===== config.mk =====
export PLATFORM = sky130hd
export DESIGN_NAME = nand_secc_engine
export DESIGN_NICKNAME = d
export VERILOG_FILES = /design/src/rtl/secc_pkg.sv /design/src/rtl/secc_accum.sv /design/src/rtl/secc_decode.sv /design/src/rtl/nand_secc_engine.sv
export SDC_FILE = /design/constraint.sdc
export NUM_CORES = 1
export LEC_CHECK = 0
export ABC_AREA = 1
export BUFFER_PORTS_ARGS = -buffer_cell sky130_fd_sc_hd__clkbuf_2
export CORE_AREA = 2 2 107 109
export CTS_BUF_LIST = sky130_fd_sc_hd__clkbuf_8
export CTS_CLUSTER_SIZE = 30
export DETAILED_ROUTE_END_ITERATION = 8
export DIE_AREA = 0 0 109 111
export HOLD_SLACK_MARGIN = 0.08
export MAX_ROUTING_LAYER = met4
export PLACE_DENSITY = 0.76
export SLEW_MARGIN = 20
export SYNTH_ARGS = -nofsm -noshare
export SYNTH_HDL_FRONTEND = slang
export SYNTH_HIERARCHICAL = 1
export SYNTH_SLANG_ARGS = --single-unit

===== constraint.sdc =====
create_clock -name clk -period 15.4 [get_ports clk]
set_clock_uncertainty 0.05 [all_clocks]
set_input_delay 3.08 -clock clk [delete_from_list [all_inputs] [get_ports clk]]
set_output_delay 3.08 -clock clk [all_outputs]
set_load 0.01 [all_outputs]

===== src/rtl/secc_pkg.sv =====
package secc_pkg;
  localparam int BYTE_W     = 8;
  localparam int COL_W      = $clog2(BYTE_W);
  localparam int STEP_BYTES = 512;
  localparam int ADDR_W     = $clog2(STEP_BYTES);
  localparam int POS_W      = ADDR_W + COL_W;
  localparam int PAR_W      = 32;
  localparam int HALF_W     = PAR_W / 2;
  localparam int LOC_W      = 11;
  localparam int BYTE_LSB   = 7;
  localparam int BIT_LSB    = 4;
  localparam int STAT_W     = BYTE_LSB + LOC_W;

  typedef enum logic [1:0] {
    ST_CLEAN = 2'd0,
    ST_FIXED = 2'd1,
    ST_MULTI = 2'd2,
    ST_PARITY = 2'd3
  } stat_code_t;

  // Mask of the bit lanes within a byte whose lane number has bit k set.
  function automatic logic [BYTE_W-1:0] lane_mask(input int k);
    logic [BYTE_W-1:0] m;
    for (int j = 0; j < BYTE_W; j++) m[j] = 1'((j >> k) & 1);
    return m;
  endfunction

  // Fold one data byte at byte index idx into the accumulator.
  function automatic logic [PAR_W-1:0] fold_byte(input logic [PAR_W-1:0] acc,
                                                 input logic [ADDR_W-1:0] idx,
                                                 input logic [BYTE_W-1:0] d);
    logic [PAR_W-1:0] r;
    logic whole;
    r = acc;
    for (int k = 0; k < COL_W; k++) begin
      r[2*k]   = r[2*k]   ^ (^(d & lane_mask(k)));
      r[2*k+1] = r[2*k+1] ^ (^(d & ~lane_mask(k)));
    end
    whole = ^d;
    for (int a = 0; a < ADDR_W; a++) begin
      if (idx[a]) r[2*(a+COL_W)]   = r[2*(a+COL_W)] ^ whole;
      else        r[2*(a+COL_W)+1] = r[2*(a+COL_W)+1] ^ whole;
    end
    return r;
  endfunction

  // Turn a syndrome into the packed status word.
  function automatic logic [STAT_W-1:0] classify(input logic [PAR_W-1:0] s);
    logic [STAT_W-1:0] st;
    logic [POS_W-1:0] pos;
    logic pairs_ok;
    st = '0;
    pos = '0;
    pairs_ok = (s[PAR_W-1:2*POS_W] == '0);
    for (int k = 0; k < POS_W; k++) begin
      if (s[2*k] == s[2*k+1]) pairs_ok = 1'b0;
      pos[k] = s[2*k];
    end
    if (s == '0) begin
      st[1:0] = ST_CLEAN;
    end else if ($countones(s) == 1) begin
      st[1:0] = ST_PARITY;
    end else if (pairs_ok) begin
      st[1:0] = ST_FIXED;
      st[BIT_LSB +: COL_W]   = pos[COL_W-1:0];
      st[BYTE_LSB +: ADDR_W] = pos[POS_W-1:COL_W];
    end else begin
      st[1:0] = ST_MULTI;
    end
    return st;
  endfunction
endpackage


===== src/rtl/secc_accum.sv =====
module secc_accum
  import secc_pkg::*;
(
  input  logic              clk,
  input  logic              rst_n,
  input  logic              ecc_init,
  input  logic              ecc_lock,
  input  logic              byte_vld,
  input  logic [BYTE_W-1:0] byte_data,
  output logic [PAR_W-1:0]  acc_q,
  output logic [ADDR_W-1:0] idx_q,
  output logic              take
);
  assign take = byte_vld & ~ecc_lock & ~ecc_init;

  always_ff @(posedge clk) begin
    if (!rst_n) begin
      acc_q <= '0;
      idx_q <= '0;
    end else if (ecc_init) begin
      acc_q <= '0;
      idx_q <= '0;
    end else if (take) begin
      acc_q <= fold_byte(acc_q, idx_q, byte_data);
      idx_q <= idx_q + 1'b1;
    end
  end
endmodule


===== src/rtl/secc_decode.sv =====
module secc_decode
  import secc_pkg::*;
(
  input  logic              clk,
  input  logic              rst_n,
  input  logic              ecc_init,
  input  logic              cmp_lo_wr,
  input  logic              cmp_hi_wr,
  input  logic [HALF_W-1:0] cmp_half,
  input  logic [PAR_W-1:0]  acc_q,
  output logic [PAR_W-1:0]  syn_q,
  output logic [STAT_W-1:0] stat_q,
  output logic              valid_q
);
  logic [HALF_W-1:0] low_q;
  logic [PAR_W-1:0]  syn_d;

  assign syn_d = {cmp_half, low_q} ^ acc_q;

  always_ff @(posedge clk) begin
    if (!rst_n) begin
      low_q   <= '0;
      syn_q   <= '0;
      stat_q  <= '0;
      valid_q <= 1'b0;
    end else begin
      if (cmp_lo_wr) low_q <= cmp_half;
      if (ecc_init) begin
        stat_q  <= '0;
        valid_q <= 1'b0;
      end else if (cmp_hi_wr) begin
        syn_q   <= syn_d;
        stat_q  <= classify(syn_d);
        valid_q <= 1'b1;
      end else if (cmp_lo_wr) begin
        valid_q <= 1'b0;
      end
    end
  end
endmodule


===== src/rtl/nand_secc_engine.sv =====
module nand_secc_engine
  import secc_pkg::*;
(
  input  logic              clk,
  input  logic              rst_n,
  input  logic              ecc_init,
  input  logic              ecc_lock,
  input  logic              byte_vld,
  input  logic [BYTE_W-1:0] byte_data,
  input  logic              cmp_lo_wr,
  input  logic              cmp_hi_wr,
  input  logic [HALF_W-1:0] cmp_half,
  output logic [PAR_W-1:0]  parity_word,
  output logic [STAT_W-1:0] stat_word,
  output logic              stat_valid
);
  logic              byte_take;
  logic [ADDR_W-1:0] byte_idx;
  logic [PAR_W-1:0]  syn_word;

  secc_accum u_acc (
    .clk(clk), .rst_n(rst_n), .ecc_init(ecc_init), .ecc_lock(ecc_lock),
    .byte_vld(byte_vld), .byte_data(byte_data),
    .acc_q(parity_word), .idx_q(byte_idx), .take(byte_take)
  );

  secc_decode u_dec (
    .clk(clk), .rst_n(rst_n), .ecc_init(ecc_init),
    .cmp_lo_wr(cmp_lo_wr), .cmp_hi_wr(cmp_hi_wr), .cmp_half(cmp_half),
    .acc_q(parity_word), .syn_q(syn_word), .stat_q(stat_word), .valid_q(stat_valid)
  );
endmodule


==> flow_results.org, run 1 <==
** Status
- Run status :: finished clean

** Hold path
- Beginning of the worst hold path :: u_dec/valid_q
- For hold timing, the worst endpoint is u_dec/valid_q.
- The worst hold path passes through 2 cells.
- In this run the worst hold path is classified as reg -> reg.

** Floorplanning
- In this run the horizontal extent of the chip is ~110 um.
- Die Ht :: 111 um
- The die covers 12100 um2.
- Ports :: 82
- Standard-cell rows :: 39
- Core Area :: 11080 um2
- Once the floorplan was initialized, standard cells occupied 43.78% of the core.

** Place
- The congestion estimate from routability-driven global placement came to about 0.93.
- Count of buffers inserted at the top-level ports :: 69
- The wire-length estimate of the detail-placed layout is 8772 um.
- Once placement finished, the instance area stood at approximately 5200 um2.
- Inst Count DP :: 869

** Timing
- Setup repair after global routing left no endpoint under its margin.
- The max-slew violation count was 0.
- The worst pin sits at a relative slew slack of 30.80%.
- Setup TNS :: 0 ns
- Achievable frequency :: 131.4 MHz
- Setup violations remaining at the end of the flow were counted as 0.
- For the pin with the worst max-slew slack, the measured transition is slightly above 1 ns.
- The clock period could shrink to 7.613 ns.
- Hold timing on the final database bottoms out at a slack of 0.4208 ns.
- Period utilisation layout :: 49.43%
- The number of hold violations in the final report is 0.

** Detailed routing
- After detailed routing, the average wire length per cell comes to 12.93 um.
- The first detailed-routing pass ran for 5 iterations.
- DRC errors left :: 0
- For this block, the via count after detailed routing is 4237.
- After detailed routing, the number of vias per cell comes to 4.788.
- Initial DRC count :: 291
- Post-route antenna net violation count :: 0
- For this block, the routed nets add up to 11450 um of wire.

** Layout
- From synthesis to final layout, the design area changed by 11.58%.
- Ratio of cells with drive above 1 in the final layout :: around 18%
- The multi-input combinational cells in the finished layout cover a total of about 2900 um2.
- 0 antenna diodes ended up in the layout.
- The final layout contains 820 nets.
- Post-layout utilization of the core :: 48.85%
- Area taken by flip-flops and latches :: about 1300 um2
- Final std cells w/o fill :: 885
- After routing the design area is 5411 um2.
- The layout has between 1000 and 1500 filler cells.

** Synth
- Cell area after synthesis :: approximately 4800 um2
- Mean Syn Cell Area :: 7.153 um2
- Synthesis produced 678 cells.
- Yosys printed 6 warnings.

** GRT
- Largest net degree at the start of global routing :: 30
- The initial antenna violation count is 0.
- Via count of the first global-routing pass :: 3791
- Overall overflow remaining after global route :: 0
- Global-route usage over all layers :: 20.27%
- The first global-routing pass estimated 18500 um of wire.

** Worst setup path
- Critical path class :: in -> reg
- CP endpoint kind :: register
- Worst path arrival time :: 7.84 ns
- Worst-path cell with the longest stage delay :: sky130_fd_sc_hd__fa_1
- Slack of the worst reg-to-reg path :: 10.16 ns
- In this run the critical register-to-register path is launched from u_acc/acc_q[2].
- Counting cells, the worst reg-to-reg path comes to 18.
- The critical path crosses 22 cells after its start point.
- In this run the worst path has a maximum fanout of 13.
- Delay of the slowest cell on the worst path :: 0.50 ns
- Number of buffers and inverters on the critical path :: 7
- The worst register-to-register path ends at u_dec/stat_q[11].
- Cell class contributing the biggest share of worst-path delay :: adder cells
- Most used cell, CP :: sky130_fd_sc_hd__fa_1
- The critical path goes through clkbuf_2, xor2_1, inv_1, fa_1, fa_1, inv_1, fa_1, inv_1, fa_1, inv_1, fa_1, fa_1, inv_1, fa_1, inv_1, nand2_1, nor2_1, nand3_1, nand4_4, nor2_1, nor2_1, nor2_1.
- Crit path required time :: between 15 and 20 ns
- Category of the worst setup path launch point :: primary input

** Clock network
- CTS hold repair buffers :: 0
- TritonCTS clock tree :: done
- CTS clock-pin slew for the worst setup and hold paths :: 0.07 ns
- Buffers added to address setup during post-CTS repair amount to 0.
- CTS saw 64 sinks.
- The clock tree synthesis step divided the H-tree into 3 levels.
- The number of gates resized after CTS was 0.
- Buffers inserted during clock tree synthesis total 9.
- The clock reaches the later pin of the worst-skew pair after around 0.36 ns.
- The longest clock path from root to sink contains 2 buffers.
- Buffer type at the clock tree root :: sky130_fd_sc_hd__clkbuf_8

** Job
- Max cap viols :: 0

** Pwr
- The worst-case IR drop observed on VDD is 83.13 uV.
- Pwr/cell area :: approximately 110 nW/um2
- In this run the static leakage power is 2.520 nW.
==> area by class of cell <==
type,instances,share of cell area [%]
Multi-Input combinational cell,452,52.88
Clock buffer,9,2.289
Inverter,141,9.827
Sequential cell,64,23.68
Timing Repair Buffer,69,6.381
Tap cell,143,3.306
Clock inverter,7,1.642
==> worst register-to-register path, stage by stage (launching register included) <==
cell and delay (ns):
sky130_fd_sc_hd__dfxtp_1 0.35, sky130_fd_sc_hd__xnor2_1 0.42, sky130_fd_sc_hd__fa_1 0.51, sky130_fd_sc_hd__fa_1 0.57, sky130_fd_sc_hd__fa_1 0.44, sky130_fd_sc_hd__fa_1 0.53
sky130_fd_sc_hd__inv_1 0.05, sky130_fd_sc_hd__fa_1 0.46, sky130_fd_sc_hd__fa_1 0.50, sky130_fd_sc_hd__inv_1 0.05, sky130_fd_sc_hd__fa_1 0.47, sky130_fd_sc_hd__inv_1 0.04
sky130_fd_sc_hd__nand2_1 0.04, sky130_fd_sc_hd__nor2_1 0.04, sky130_fd_sc_hd__nand3_1 0.14, sky130_fd_sc_hd__nand4_4 0.23, sky130_fd_sc_hd__nor2_1 0.15, sky130_fd_sc_hd__nor2_1 0.05
sky130_fd_sc_hd__nor2_1 0.08
==> cells in the final DEF, fill, tap and decap left out, drive strengths merged <==
cell	n
clkinvlp	1
nand2	131
nand4	20
fa	23
dfxtp	64
inv	143
nor3	7
xnor2	27
nand3	23
and2	1
o21bai	1
nor2	115
clkinv	2
ha	29
bufinv	2
a21oi	25
o21ai	28
or2	1
clkbuf	78
nor4	1
and3	1
conb	12
xor2	7
==> worst max path at each step <==
stage | start | endpoint | slack, ns
floorplan | cmp_half[15] | u_dec/stat_q[10] | 7.78
global placement | cmp_half[15] | u_dec/stat_q[13] | 7.55
detailed placement | cmp_half[15] | u_dec/stat_q[11] | 7.45
CTS | cmp_half[15] | u_dec/stat_q[11] | 7.78
global route | cmp_half[15] | u_dec/stat_q[11] | 7.53
finish | cmp_half[15] | u_dec/stat_q[11] | 7.79
==> registers in the layout, summed over array words and instances, names as in the netlist <==
| register | cells |
|---|---|
| u_dec/stat_q | 14 |
| u_dec/low_q | 16 |
| u_dec/valid_q | 1 |
| u_acc/acc_q | 24 |
| u_acc/idx_q | 9 |
==> metrics by stage <==
step,power [mW],setup slack (ns)
after floorplan,0.3869,7.779
after global placement,0.4346,7.548
after detailed placement,0.4509,7.450
after CTS,0.6121,7.776
after global routing,0.6665,7.533
final,0.6053,7.787
==> report_power, final <==
part           leakage [nW]  internal (mW)  switching [mW]
Combinational          1.89          0.115           0.157
Sequential            0.520          0.170         0.00416
Clock                 0.112         0.0900          0.0702
==> layer usage <==
metal  share of wire [%]  wire length, um  vias to the layer above  GRT usage, %
met5                   0                0                        -             -
met4                 2.1              240                        0         5.983
met3                 7.2              828                       16         4.703
met2                  46             5234                      151         31.39
met1                  45             5144                     1931         26.30
li1                    -                -                     2139             -
No activity file was read; power rests on OpenSTA's default activity.
==> run 2, diff against run 1 <==
clock period = 7.8 ns   (was 15.4 ns; I/O delays follow)
==> run 2 against run 1 <==
Sequential power increased by 98%. Worst hold slack worse by 0.0018 ns. Total power up 89%. Largest power group unchanged.
==> flow_results.org, run 2 (synthesis gave the netlist of run 1 again) <==
** Floorplanning
- The total number of placement rows was 39 (unchanged).
- Starting density of the core :: 43.78% (unchanged)
- Core Area :: 11080 um2 (unchanged)
- Ports :: 82 (unchanged)
- The die width was 109 um (unchanged).
- Die Outline Area :: 12100 um2 (unchanged)
- The die outline height was 111 um (unchanged).

** Clock network
- The H-tree depth was 3 (unchanged).
- The post-cts gate resize count came to 0 (unchanged).
- Sink Count :: 64 (unchanged)
- TritonCTS built the clock tree.
- Number of post-CTS setup repair buffers :: 0 (unchanged)
- Clock Latency Late Sink :: 0.35 ns (about the same)
- In this run the clock root is driven by a sky130_fd_sc_hd__clkbuf_8.
- CTS clock-pin slew for the worst setup and hold paths :: 0.07 ns (about the same)
- The maximum buffer depth of the clock tree came to 2 (unchanged).
- The count of hold buffers inserted by post-cts repair was 0 (unchanged).
- The number of buffers created by CTS is 9 (unchanged).

** Worst setup path
- Counting stages on the worst path, the most repeated cell is sky130_fd_sc_hd__fa_1.
- The arrival time of data at the critical path endpoint is 6.35 ns (-1.49 ns).
- Crit-path cells :: clkbuf_2, xor2_1, inv_1, fa_1, fa_1, inv_1, fa_1, inv_1, fa_1, inv_1, fa_1, fa_1, inv_1, fa_1, inv_1, nand2_1, nor2_1, nand3_1, nand4_4, nor2_1, nor2_1, nor2_1
- The setup path with the least slack is of type in -> reg.
- Logic depth of the worst setup path including buffers :: 22 (unchanged)
- The critical path ends at u_dec/stat_q[12].
- Number of buffers and inverters on the critical path :: 7 (unchanged)
- CP endpoint kind :: register
- The worst-case register-to-register setup slack is 2.52 ns (-7.64 ns).
- The slowest stage of the critical path is the sky130_fd_sc_hd__fa_1 cell.
- The largest stage delay on the critical path is 0.49 ns (about the same).
- Category of the worst setup path launch point :: primary input
- Crit path required time :: 8.03 ns (-7.60 ns)
- Cell class contributing the biggest share of worst-path delay :: adder cells
- Terminus of the critical flop-to-flop path :: u_dec/stat_q[12]
- Crit. Startpoint :: cmp_half[15]
- The startpoint identified for the worst register-to-register timing path is u_acc/acc_q[2].
- Length in cells of the worst reg-to-reg path :: 18 (unchanged)
- The largest fanout on the critical path is 13 (unchanged).

** Layout
- The share of post-route cells with drive strength above 1 is 17.92% (+0.27 points).
- Post-layout utilization of the core :: 48.58% (-0.27 points)
- Commonest cells after routing, fill and taps aside :: 136 x sky130_fd_sc_hd__inv_1, 111 x sky130_fd_sc_hd__nand2_1, 108 x sky130_fd_sc_hd__nor2_1, 69 x sky130_fd_sc_hd__clkbuf_2, 64 x sky130_fd_sc_hd__dfxtp_1
- Compared with the post-synthesis result, the final layout area differs by 10.96%.
- Final antenna diode count :: 0 (unchanged)
- The count of non-filler cells in the finished layout is 885 (unchanged).
- In the final layout, the registers with the most flip-flops are u_acc/acc_q (24), u_dec/low_q (16), u_dec/stat_q (14).
- Post-layout net count :: 820 (unchanged)
- # fillers :: 1109 (+0.27%)
- Commonest non-fill, non-tap cell in the layout :: sky130_fd_sc_hd__inv_1
- Flip-flop count of the largest register after layout :: 24 (unchanged)
- u_acc/acc_q holds more flip-flops than any other register.

** Detailed routing
- The number of vias in the routed layout came to 4210 (-0.64%).
- Post-route antenna net violation count :: 0 (unchanged)
- The wire length after detailed routing was 11330 um (-1.0%).
- The detailed-router iteration count before antenna repair was 5 (unchanged).
- DRC errors left :: 0 (unchanged)
- The per-cell via count in the routed design is 4.757 (-0.64%).
- Routed wire length per instance :: 12.80 um (-1.0%)
- Initial DRC count :: 324 (+11%)

** Place
- Count of buffers inserted at the top-level ports :: 69 (unchanged)
- Inst Count DP :: 869 (unchanged)
- Final HPWL from detailed placement :: 8775 um (about the same)
- Routability cong. :: 0.9341 (about the same)

** Timing
- Max Slew Vio Count :: 0 (unchanged)
- Count of final setup violators :: 0 (unchanged)
- Final hold viol count :: 0 (unchanged)
- Based on the critical path, the design can be clocked at up to 163.3 MHz.
- Setup repair after global routing left no endpoint under its margin.
- Period minus WS final :: 6.122 ns
- The final hold slack was 0.4190 ns (-0.001750 ns).
- Period utilisation layout :: between 70% and 80%
- Relative slew slack :: 31.21% (+0.41 points)
- The total negative slack for setup checks is 0 ns (unchanged).
- Worst-margin pin slew :: 1.029 ns (-0.006143 ns)

** GRT
- The pin count of the biggest net entering global routing was 30 (unchanged).
- The remaining global-route overflow is 0 (unchanged).
- Global-route usage over all layers :: 20.10% (-0.17 points)
- Initial antenna violation count :: 0 (unchanged)
- Via count of the first global-routing pass :: 3801 (+0.26%)
- Global-route wire length before repair :: 18530 um (+0.15%)

** Pwr
- The standby leakage power came to 2.493 nW (-1.1%).
- The highest ir drop seen on vdd was 182.9 uV (+120%).
- The power density of the placed cells was 213.1 nW/um2 (+90%).

** Hold path
- In this run the worst hold path is classified as reg -> reg.
- Hold Path Stages :: 2 (unchanged)

** Job
- Max cap viols :: 0 (unchanged)

** Status
- The flow ran to the end, and the final reports show no timing, DRC or antenna violations.
[run 2: changes by cell type in the layout (fill, tap and decap cells not counted)]
cell                         before  now
sky130_fd_sc_hd__bufinv_16        2    0
sky130_fd_sc_hd__clkbuf_8         9   10
sky130_fd_sc_hd__clkinv_4         1    2
sky130_fd_sc_hd__clkinvlp_4       1    3
sky130_fd_sc_hd__inv_1          138  136
[run 2: worst min path at each step]
stage | slack, ns | from | endpoint
5_1_grt | 0.44 | u_dec/valid_q | u_dec/valid_q
2_1_floorplan | 0.43 | u_dec/low_q[9] | u_dec/low_q[9]
3_5_place_dp | 0.41 | u_dec/valid_q | u_dec/valid_q
3_3_place_gp | 0.41 | u_dec/valid_q | u_dec/valid_q
6_report | 0.42 | u_dec/valid_q | u_dec/valid_q
4_1_cts | 0.42 | u_dec/valid_q | u_dec/valid_q
[run 2: stage by stage]
step	power (mW)	worst slack, ns	cell area (um2)
2_1_floorplan	0.7640	1.699	4887
3_3_place_gp	0.8583	1.468	5199
3_5_place_dp	0.8910	1.333	5199
4_1_cts	1.160	1.686	5381
5_1_grt	1.276	1.392	5381
6_report	1.147	1.678	5381
[run 2: area by class of cell]
type / count / area, um2 / area share [%]
sequential: 64 / 1281 / 23.81
clock buffer: 10 / 137.6 / 2.558
multi-input combinational: 452 / 2861 / 53.17
clock inverter: 6 / 45.04 / 0.8370
tap: 143 / 178.9 / 3.325
inverter: 141 / 531.8 / 9.881
timing repair buffer: 69 / 345.3 / 6.417
[run 2: worst register-to-register path: stages, from the launching register on]
cell                      delay (ns)
sky130_fd_sc_hd__dfxtp_1        0.35
sky130_fd_sc_hd__xnor2_1        0.45
sky130_fd_sc_hd__fa_1           0.52
sky130_fd_sc_hd__fa_1           0.57
sky130_fd_sc_hd__fa_1           0.44
sky130_fd_sc_hd__fa_1           0.52
sky130_fd_sc_hd__inv_1          0.05
sky130_fd_sc_hd__fa_1           0.44
sky130_fd_sc_hd__fa_1           0.48
sky130_fd_sc_hd__inv_1          0.05
sky130_fd_sc_hd__fa_1           0.49
sky130_fd_sc_hd__inv_1          0.04
sky130_fd_sc_hd__nand2_1        0.05
sky130_fd_sc_hd__nor2_1         0.04
sky130_fd_sc_hd__nand3_1        0.14
sky130_fd_sc_hd__nand4_4        0.24
sky130_fd_sc_hd__nor2_1         0.18
sky130_fd_sc_hd__nor2_1         0.05
sky130_fd_sc_hd__nor2_1         0.08
[run 2: power by group]
group / switching [mW] / total (mW) / leakage [nW] / internal, mW
Combinational: 0.312 / 0.537 / 1.89 / 0.225
Clock: 0.141 / 0.266 / 0.0845 / 0.124
Sequential: 0.00808 / 0.344 / 0.520 / 0.336
[run 2: routing by layer]
metal / share of wire (%) / GRT usage (%)
met5: 0 / -
met4: 0.83 / 4.359
met3: 6.5 / 4.292
met1: 47 / 26.59
met2: 46 / 31.59
